### config.mk
export PLATFORM = sky130hd
export DESIGN_NAME = vpic_top
export DESIGN_NICKNAME = d
export VERILOG_FILES = /design/src/rtl/vpic_pkg.sv /design/src/rtl/vpic_regfile.sv /design/src/rtl/vpic_pend.sv /design/src/rtl/vpic_pick.sv /design/src/rtl/vpic_top.sv
export SDC_FILE = /design/constraint.sdc
export NUM_CORES = 2
export LEC_CHECK = 0
export ABC_AREA = 1
export ABC_CLOCK_PERIOD_IN_PS = 128500
export BUFFER_PORTS_ARGS = -buffer_cell sky130_fd_sc_hd__buf_4
export CELL_PAD_IN_SITES_DETAIL_PLACEMENT = 1
export CELL_PAD_IN_SITES_GLOBAL_PLACEMENT = 1
export CORE_MARGIN = 1.5
export CORE_UTILIZATION = 30
export CTS_CLUSTER_SIZE = 25
export DETAILED_ROUTE_END_ITERATION = 10
export GPL_ROUTABILITY_DRIVEN = 0
export PLACE_DENSITY = 0.66
export SETUP_SLACK_MARGIN = 0.2
export SYNTH_ARGS = -nofsm -noshare
export SYNTH_HDL_FRONTEND = slang
export SYNTH_SLANG_ARGS = --single-unit
### constraint.sdc
create_clock -name clk -period 128.5 [get_ports clk]
set_input_delay 25.7 -clock clk [delete_from_list [all_inputs] [get_ports clk]]
set_output_delay 25.7 -clock clk [all_outputs]
set_load 0.01 [all_outputs]
### src/rtl/vpic_pkg.sv
package vpic_pkg;
  // register word indices (byte offset / 4)
  localparam logic [4:0] W_CTRL  = 5'd0;
  localparam logic [4:0] W_MASK  = 5'd1;
  localparam logic [4:0] W_ENUM  = 5'd2;
  localparam logic [4:0] W_EDIS  = 5'd3;
  localparam logic [4:0] W_ENH   = 5'd4;
  localparam logic [4:0] W_ENL   = 5'd5;
  localparam logic [4:0] W_TYH   = 5'd6;
  localparam logic [4:0] W_TYL   = 5'd7;
  localparam logic [4:0] W_PRIO0 = 5'd8;
  localparam logic [4:0] W_NVEC  = 5'd16;
  localparam logic [4:0] W_FVEC  = 5'd17;
  localparam logic [4:0] W_SRCH  = 5'd18;
  localparam logic [4:0] W_SRCL  = 5'd19;
  localparam logic [4:0] W_FRH   = 5'd20;
  localparam logic [4:0] W_FRL   = 5'd21;
  localparam logic [4:0] W_NPH   = 5'd22;
  localparam logic [4:0] W_NPL   = 5'd23;
  localparam logic [4:0] W_FPH   = 5'd24;
  localparam logic [4:0] W_FPL   = 5'd25;
endpackage

### src/rtl/vpic_regfile.sv
module vpic_regfile
  import vpic_pkg::*;
#(
  parameter int DW = 32,
  parameter int PW = 4
) (
  input  logic                 clk,
  input  logic                 rst_n,
  input  logic                 wr_en,
  input  logic [4:0]           word,
  input  logic [DW-1:0]        wdata,
  output logic [2*DW-1:0]      en_q,
  output logic [2*DW-1:0]      typ_q,
  output logic [2*DW-1:0]      frc_q,
  output logic [2*DW*PW-1:0]   prio_q,
  output logic [PW:0]          lvl_q
);
  localparam int NSRC  = 2 * DW;
  localparam int IDW   = $clog2(NSRC);
  localparam int PER   = DW / PW;
  localparam int NPRIO = NSRC / PER;

  logic [NSRC-1:0]    en_d, typ_d, frc_d;
  logic [NSRC*PW-1:0] prio_d;
  logic [PW:0]        lvl_d;
  logic               idx_ok;

  assign idx_ok = (wdata[DW-1:IDW] == '0);

  // next-state process
  always_comb begin
    en_d   = en_q;
    typ_d  = typ_q;
    frc_d  = frc_q;
    prio_d = prio_q;
    lvl_d  = lvl_q;
    unique case (word)
      W_MASK: lvl_d = wdata[PW:0];
      W_ENUM: if (idx_ok) en_d[wdata[IDW-1:0]] = 1'b1;
      W_EDIS: if (idx_ok) en_d[wdata[IDW-1:0]] = 1'b0;
      W_ENH:  en_d[NSRC-1:DW]  = wdata;
      W_ENL:  en_d[DW-1:0]     = wdata;
      W_TYH:  typ_d[NSRC-1:DW] = wdata;
      W_TYL:  typ_d[DW-1:0]    = wdata;
      W_FRH:  frc_d[NSRC-1:DW] = wdata;
      W_FRL:  frc_d[DW-1:0]    = wdata;
      default: begin
        for (int x = 0; x < NPRIO; x++) begin
          if (word == W_PRIO0 + 5'(NPRIO - 1 - x)) prio_d[x*DW +: DW] = wdata;
        end
      end
    endcase
  end

  // register process with written-out clock enable
  always_ff @(posedge clk or negedge rst_n) begin
    if (!rst_n) begin
      en_q   <= '0;
      typ_q  <= '0;
      frc_q  <= '0;
      prio_q <= '0;
      lvl_q  <= '0;
    end else if (wr_en) begin
      en_q   <= en_d;
      typ_q  <= typ_d;
      frc_q  <= frc_d;
      prio_q <= prio_d;
      lvl_q  <= lvl_d;
    end
  end

  assert_enum_sets_R2: assert property (@(posedge clk) disable iff (!rst_n)
    (wr_en && word == W_ENUM && idx_ok) |=> en_q[$past(wdata[IDW-1:0])]);
  assert_enum_single_R2: assert property (@(posedge clk) disable iff (!rst_n)
    (wr_en && word == W_ENUM) |=> ($countones(en_q ^ $past(en_q)) <= 1));
  assert_edis_clears_R3: assert property (@(posedge clk) disable iff (!rst_n)
    (wr_en && word == W_EDIS && idx_ok) |=> !en_q[$past(wdata[IDW-1:0])]);
  assert_edis_single_R3: assert property (@(posedge clk) disable iff (!rst_n)
    (wr_en && word == W_EDIS) |=> ($countones(en_q ^ $past(en_q)) <= 1));
endmodule

### src/rtl/vpic_pend.sv
module vpic_pend #(
  parameter int NSRC = 64,
  parameter int PW   = 4
) (
  input  logic [NSRC-1:0]    src,
  input  logic [NSRC-1:0]    frc,
  input  logic [NSRC-1:0]    en,
  input  logic [NSRC-1:0]    typ,
  input  logic [NSRC*PW-1:0] prio,
  input  logic [PW:0]        lvl,
  output logic [NSRC-1:0]    npend,
  output logic [NSRC-1:0]    fpend
);
  logic [NSRC-1:0] active;
  logic [NSRC-1:0] pass;
  logic            gate_off;

  assign active   = (src | frc) & en;
  assign gate_off = (lvl == '1);

  for (genvar i = 0; i < NSRC; i++) begin : g_src
    assign pass[i] = gate_off || ({1'b0, prio[i*PW +: PW]} > lvl);
  end

  assign fpend = active & typ;
  assign npend = active & ~typ & pass;
endmodule

### src/rtl/vpic_pick.sv
module vpic_pick #(
  parameter int NSRC    = 64,
  parameter int PW      = 4,
  parameter bit BY_PRIO = 1'b1
) (
  input  logic                    clk,
  input  logic                    rst_n,
  input  logic [NSRC-1:0]         pend,
  input  logic [NSRC*PW-1:0]      prio,
  output logic                    found,
  output logic [$clog2(NSRC)-1:0] idx,
  output logic [PW-1:0]           pri
);
  localparam int IDW = $clog2(NSRC);

  // ascending scan: a later line wins on equal priority
  always_comb begin
    found = 1'b0;
    idx   = '0;
    pri   = '0;
    for (int i = 0; i < NSRC; i++) begin
      if (pend[i] && (!BY_PRIO || !found || prio[i*PW +: PW] >= pri)) begin
        found = 1'b1;
        idx   = IDW'(i);
        pri   = prio[i*PW +: PW];
      end
    end
  end

  assert_pick_pending_R9: assert property (@(posedge clk) disable iff (!rst_n)
    found |-> pend[idx]);
  assert_pick_any_R11: assert property (@(posedge clk) disable iff (!rst_n)
    (pend != '0) |-> found);
endmodule

### src/rtl/vpic_top.sv
module vpic_top
  import vpic_pkg::*;
#(
  parameter int DW = 32,
  parameter int PW = 4,
  parameter int AW = 7
) (
  input  logic              clk,
  input  logic              rst_n,
  input  logic              reg_sel,
  input  logic              reg_we,
  input  logic [AW-1:0]     reg_addr,
  input  logic [DW-1:0]     reg_wdata,
  output logic [DW-1:0]     reg_rdata,
  output logic              reg_rvalid,
  input  logic [2*DW-1:0]   src_in,
  output logic              norm_irq,
  output logic              fast_irq
);
  localparam int NSRC  = 2 * DW;
  localparam int IDW   = $clog2(NSRC);
  localparam int HW    = DW / 2;
  localparam int PER   = DW / PW;
  localparam int NPRIO = NSRC / PER;

  // reset: asynchronous assert, synchronous release
  logic [1:0] rst_sync_q;
  logic       rst_s;
  always_ff @(posedge clk or negedge rst_n) begin
    if (!rst_n) rst_sync_q <= 2'b00;
    else        rst_sync_q <= {rst_sync_q[0], 1'b1};
  end
  assign rst_s = rst_sync_q[1];

  logic       aligned, wr_en, rd_en;
  logic [4:0] word;
  assign aligned = (reg_addr[1:0] == 2'b00);
  assign word    = reg_addr[AW-1:2];
  assign wr_en   = reg_sel & reg_we & aligned;
  assign rd_en   = reg_sel & ~reg_we;

  logic [NSRC-1:0]    en, typ, frc, npend, fpend;
  logic [NSRC*PW-1:0] prio;
  logic [PW:0]        lvl;

  vpic_regfile #(.DW(DW), .PW(PW)) u_regs (
    .clk(clk), .rst_n(rst_s), .wr_en(wr_en), .word(word), .wdata(reg_wdata),
    .en_q(en), .typ_q(typ), .frc_q(frc), .prio_q(prio), .lvl_q(lvl)
  );

  vpic_pend #(.NSRC(NSRC), .PW(PW)) u_pend (
    .src(src_in), .frc(frc), .en(en), .typ(typ), .prio(prio), .lvl(lvl),
    .npend(npend), .fpend(fpend)
  );

  logic           n_found, f_found;
  logic [IDW-1:0] n_idx, f_idx;
  logic [PW-1:0]  n_pri, f_pri;

  vpic_pick #(.NSRC(NSRC), .PW(PW), .BY_PRIO(1'b1)) u_npick (
    .clk(clk), .rst_n(rst_s), .pend(npend), .prio(prio),
    .found(n_found), .idx(n_idx), .pri(n_pri)
  );

  vpic_pick #(.NSRC(NSRC), .PW(PW), .BY_PRIO(1'b0)) u_fpick (
    .clk(clk), .rst_n(rst_s), .pend(fpend), .prio(prio),
    .found(f_found), .idx(f_idx), .pri(f_pri)
  );

  logic [DW-1:0] nvec, fvec;
  assign nvec = n_found ? {HW'(n_idx), HW'(n_pri)} : '1;
  assign fvec = f_found ? {HW'(f_idx), HW'(f_pri)} : '1;

  assign norm_irq = |npend;
  assign fast_irq = |fpend;

  // read mux (next state) and read register
  logic [DW-1:0] rd_d;
  always_comb begin
    rd_d = '0;
    if (aligned) begin
      unique case (word)
        W_MASK: rd_d = DW'(lvl);
        W_ENH:  rd_d = en[NSRC-1:DW];
        W_ENL:  rd_d = en[DW-1:0];
        W_TYH:  rd_d = typ[NSRC-1:DW];
        W_TYL:  rd_d = typ[DW-1:0];
        W_NVEC: rd_d = nvec;
        W_FVEC: rd_d = fvec;
        W_SRCH: rd_d = src_in[NSRC-1:DW];
        W_SRCL: rd_d = src_in[DW-1:0];
        W_FRH:  rd_d = frc[NSRC-1:DW];
        W_FRL:  rd_d = frc[DW-1:0];
        W_NPH:  rd_d = npend[NSRC-1:DW];
        W_NPL:  rd_d = npend[DW-1:0];
        W_FPH:  rd_d = fpend[NSRC-1:DW];
        W_FPL:  rd_d = fpend[DW-1:0];
        default: begin
          for (int x = 0; x < NPRIO; x++) begin
            if (word == W_PRIO0 + 5'(NPRIO - 1 - x)) rd_d = prio[x*DW +: DW];
          end
        end
      endcase
    end
  end

  always_ff @(posedge clk or negedge rst_s) begin
    if (!rst_s) begin
      reg_rdata  <= '0;
      reg_rvalid <= 1'b0;
    end else begin
      reg_rvalid <= rd_en;
      if (rd_en) reg_rdata <= rd_d;
    end
  end

  assert_rvalid_rise_R12: assert property (@(posedge clk) disable iff (!rst_s)
    rd_en |=> reg_rvalid);
  assert_rvalid_idle_R12: assert property (@(posedge clk) disable iff (!rst_s)
    !rd_en |=> !reg_rvalid);
  assert_nvec_empty_R9: assert property (@(posedge clk) disable iff (!rst_s)
    !norm_irq |-> (nvec == '1));
  assert_fvec_empty_R10: assert property (@(posedge clk) disable iff (!rst_s)
    fast_irq |-> (fvec != '1));
endmodule

# --- Yosys cells after proc, flatten, opt, wreduce, memory -nomap -nowiden ---
# Index checks and enable logic that the tools add are counted.
word_totals:
  output_inout_bits: 35
  regBits: 488
  input_bits: 107
  elab_cells: 865
op_classes:
  n_lt_le_gt_ge: 129
  n_reduce_logical: 276
  n_eq_ne: 28
  n_bitwise: 14
  muxes: 400
op_table:
  columns: ["cell", "n"]
  rows:
  - ["6-bit two-way mux", 124]
  - ["4-bit two-way mux", 128]
  - ["32-bit one-hot mux with 15 select lines", 1]
  - ["32-bit two-way mux", 11]
  - ["64-bit AND", 5]
  - ["4-bit by 5-bit greater-than comparator with 1-bit output", 64]
  - ["4-bit >= comparator", 63]
  - ["32-bit one-hot mux with 3 select lines", 2]
  - ["1-bit two-way mux", 131]
  - ["64-bit two-way mux", 2]
  - ["64-bit NOT", 2]
  - ["64-bit bitwise OR", 2]
  - ["64-bit OR reduction", 2]
  - ["1-bit logical OR", 127]
  - ["1-bit logical AND", 64]
  - ["1-bit logical NOT", 63]
  - ["5-bit equality test, second input constant", 11]
  - ["5-bit by 4-bit equality test with 1-bit output, second input constant", 8]
  - ["26-bit logical NOT", 1]
  - ["3-bit AND reduction", 8]
  - ["5-bit by 3-bit equality test with 1-bit output, second input constant", 4]
  - ["5-bit by 2-bit equality test with 1-bit output, second input constant", 2]
  - ["2-bit AND reduction", 5]
  - ["9-bit OR reduction", 1]
  - ["other kinds (10)", 16]

# --- Logic depth before layout (Yosys ltp) ---
logic_depth:
  word_depth: 260
  ltp_mapped: 720
  depth_no_buf: 699

# --- By module ---
# From an unflattened synthesis, not the netlist that was laid out.
hier_totals:
  cells_unflattened: 8236
  area_unflattened_um2: 51011.4
modules_own_cells:
  columns: ["mod", "area_each_um2", "cells_each", "instances", "seq_area_each_um2"]
  rows:
  - ["vpic_regfile", 20035.5, 2418, 1, 11335.9]
  - ["vpic_pick (u_npick)", 10721.5, 1936, 1, 0.0]
  - ["vpic_pend", 9391.5, 1562, 1, 0.0]
  - ["vpic_top", 7718.7, 1668, 1, 875.8]
  - ["vpic_pick (u_fpick)", 3144.3, 652, 1, 0.0]

# --- Worst setup path after synthesis ---
# Ideal clock, no wire load.
synth_timing:
  path_type: "input port to output port"
  startpoint: "input port src_in[0]"
  endpoint: "output port norm_irq"
  required_ns: 102.800
  t_arrival_ns: 93.836
  stages: 651
  path_buffers: 21
  path_slack_ns: 8.964
  path_cell_list: "o21ai_0 nor2_1 nand2_1 nor2_1 inv_1 ha_1 a21oi_1 o21ai_0 nor2_1 nand3_1 nand2_1 nand2_1 o21ai_0 ha_1 inv_1 nand2_1 a21oi_1 o21bai_1 (+615 left out) ha_1 a21boi_0 o21ai_0 nand2_1 a21oi_1 a21oi_2 inv_2 nand3_1 and2_1 ha_1 inv_1 a21boi_0 o21ai_0 nand2_1 a21oi_1 a21oi_2 nor2_2 inv_2"
synth_rtl:
  columns: ["item", "line", "source"]
  rows:
  - ["start: declaration", "vpic_top.sv:16", "input logic [2*DW-1:0] src_in,"]
  - ["end: declaration", "vpic_top.sv:17", "output logic norm_irq,"]

==> impl_metrics.json <==
{
  "run_status": "finished, final reports clean",
  "routedWlPerCell_um": 31.9,
  "pre_cts_ws_ns": -3.47,
  "worst_r2r_startpoint": "u_regs.lvl_q[3]",
  "cts-root-buf": "clkbuf_16",
  "worst_setup_hold_path_clk_slew_ns": 0.06,
  "critical_path.max_fanout": 11,
  "crit_path_frequent_cell": "nand2_1",
  "dieHeight_um": 384,
  "first_global_vias": 49600,
  "initial_standard_cell_utilization_of_the_core_pct": 30.3,
  "track_usage_pct": 35.5,
  "criticalPathCategory": "input pin to primary output",
  "placement_rows": 139,
  "ctsHtreeMaxLevel": 2,
  "post-route-util_pct": 35.2,
  "met3_wirelength_mm": 36.8,
  "clock.fmax_mhz": 8.19,
  "synth_area_um2": 43600,
  "yosys-top-cells-area": "dfrtp_1 28%, ha_1 13%, nand2_1 12%, o21ai_0 12%, inv_1 6.5%",
  "numPortBuffers": 141,
  "max-cap-violations": 0,
  "startpoint_type": "input pin",
  "worst_hold_check_path_type": "flip-flop to async pin",
  "postRouteAntennaNets": 0,
  "non_filler_instance_count_after_layout": 8506,
  "worst_endpoint_required_time_ns": 102.80,
  "post_layout_total_power_mw": 1.65,
  "finalSetupViolCount": 0,
  "clockBufferDepth": 3,
  "final_sum_of_negative_setup_slack_ns": 0,
  "antenna_found_initial": 30,
  "slowest_cell_on_the_critical_path": "o21ai_0",
  "total_leakage_power_nw": 24.1,
  "post-route-period-util_pct": 95.0,
  "drc": 0,
  "design.final.nets": 7086,
  "worstMarginPinSlew_ns": 1.37,
  "critical-path-top-delay-family": "simple AND/OR/NAND/NOR gates",
  "core_region_um2": 144000,
  "asyncSetResetFlopFracSynth_pct": 100,
  "worst_skew_pair.late_latency_ns": 0.69,
  "power-per-cell-area_nw_per_um2": 32.5,
  "timing_max_transition_violations_final": 0,
  "postSynthAreaPerCell_um2": 6.88,
  "timing_hold_violations_final": 0,
  "dr_vias": 52700,
  "cts-buffers-inserted": 60,
  "synthMostInstantiatedCell": "nand2_1",
  "numPlacedInstances": 8259,
  "synth_edf_count": 0,
  "postSynthCellCount": 6341,
  "drt_pre_antenna_iters": 6,
  "areaGrowthSynthToFinish_pct": 16.0,
  "numClockSinks": 488,
  "die_width_um": 384,
  "floorplan.die_area_um2": 148000,
  "final_design_area_no_fill_um2": 50600,
  "post_drt_via_cell_ratio": 6.20,
  "slew_headroom_pct": 7.48,
  "drtIter0Drc": 6834,
  "crit_path_start": "src_in[0]",
  "grt_first_pass_wirelength_mm": 375,
  "drive_above_1_share_pct": 13.6,
  "yosys_register_bits": 488,
  "timing.final.ws_setup_ns": 6.45,
  "hpwl_mm": 200,
  "critPathArrivalTime_ns": 96.35,
  "grt-ovfl-total": 0,
  "met2_routed_wl_mm": 109,
  "yosysSeqAreaShare_pct": 28.0,
  "netlist.area_leader.share_pct": 28.0,
  "route.top_layer_used": "met5",
  "holdWs_ns": 0.341,
  "placement.cell_area_um2": 47000,
  "ioPinCount": 142,
  "synthesized_netlist_net_count": 6902,
  "count_of_cell_types_in_the_netlist": 67,
  "synthDominantAreaCellType": "dfrtp_1",
  "cts_tree": "done",
  "synth_ff_type": "dfrtp_1",
  "layout_min_cycle_time_ns": 122.05,
  "largest_net_degree_at_the_start_of_global_routing": 144,
  "detail_route.wirelength_mm": 271,
  "cp_num_buf_inv": 70,
  "finClkSkew_ns": 0.0331,
  "yosys-top-cells-count": "1449 x nand2_1, 1018 x o21ai_0, 756 x inv_1",
  "crit_path_end_kind": "primary output",
  "worst_ir_drop_vdd_mv": 0.0338,
  "ys.warnings.count": 0,
  "crit_path_max_incr_delay_ns": 0.43,
  "wl_met1_mm": 104
}
## area by class of cell
type	instances	area, µm²
sequential	488	12200
clock inverter	27	343
multi-input combinational	4811	28100
antenna	32	80.1
fill	18200	93400
tap	1903	2380
timing repair buffer	361	2740
inverter	803	3020
clock buffer	81	1710
## worst reg2reg max path: cells and delay by family, from the launching register on
kind                     cells  cell delay (ns)
AO/OA/AOI/OAI              186            23.50
adder cells (fa/ha/maj)     63            16.74
buffers and inverters       70             5.70
flip-flops                   1             0.37
AND/OR/NAND/NOR            306            27.70
## final timing paths
check                                     endpoint  slack, ns  cells past startpoint
worst max-delay path                      norm_irq       6.45                    620
max in group asynchronous            rst_sync_q[1]     103.61                      1
worst min-delay path            u_regs.prio_q[252]       0.34                      0
min in group clk                     rst_sync_q[1]       0.36                      0
worst min register to register  u_regs.prio_q[252]       0.34                      0
worst max register to register        reg_rdata[8]      54.44                    625
## cell usage in the layout, fill, tap and decap left out, drive strengths merged, types with 39 or more instances in the layout
master / instances
buf: 361
nand3: 301
o21ai: 1035
o221ai: 39
a21oi: 398
inv: 784
nor2: 367
a211oi: 50
a221oi: 89
nand4: 79
ha: 454
nand2: 1614
dfrtp: 488
clkbuf: 81
o211ai: 45
o22ai: 92
## power breakdown
part	internal (mW)	switching [mW]	total, mW
logic	0.437	0.845	1.28
registers	0.164	0.0140	0.178
clock network	0.107	0.0811	0.188
total	0.707	0.940	1.65
## sequential cells by signal, indices dropped and copies added, names as in the netlist
name	cells
reg_rvalid	1
u_regs.en_q	64
u_regs.prio_q	256
rst_sync_q	2
u_regs.frc_q	64
reg_rdata	32
u_regs.lvl_q	5
u_regs.typ_q	64
## cell families after synthesis
group           share of synthesized area (%)
fa+ha+maj                                13.0
other cells                           0.00859
simple gates                             24.5
flops                                    28.0
compound gates                           24.8
buf+inv                                  9.66
## per-layer routing
layer,GRT usage [%],vias up
met4,24.4,12
met5,0,-
li1,-,22200
met1,45.8,25800
met2,49.5,3717
met3,12.1,908
## repair_timing
item	4_1_cts	5_1_grt
gates resized for setup	73	267
setup buffers	9	87
pin swaps	5	46
endpoints found under the setup margin	1	1
gates cloned	0	10
hold buffers	0	0
Power figures use the tool's default switching activity.
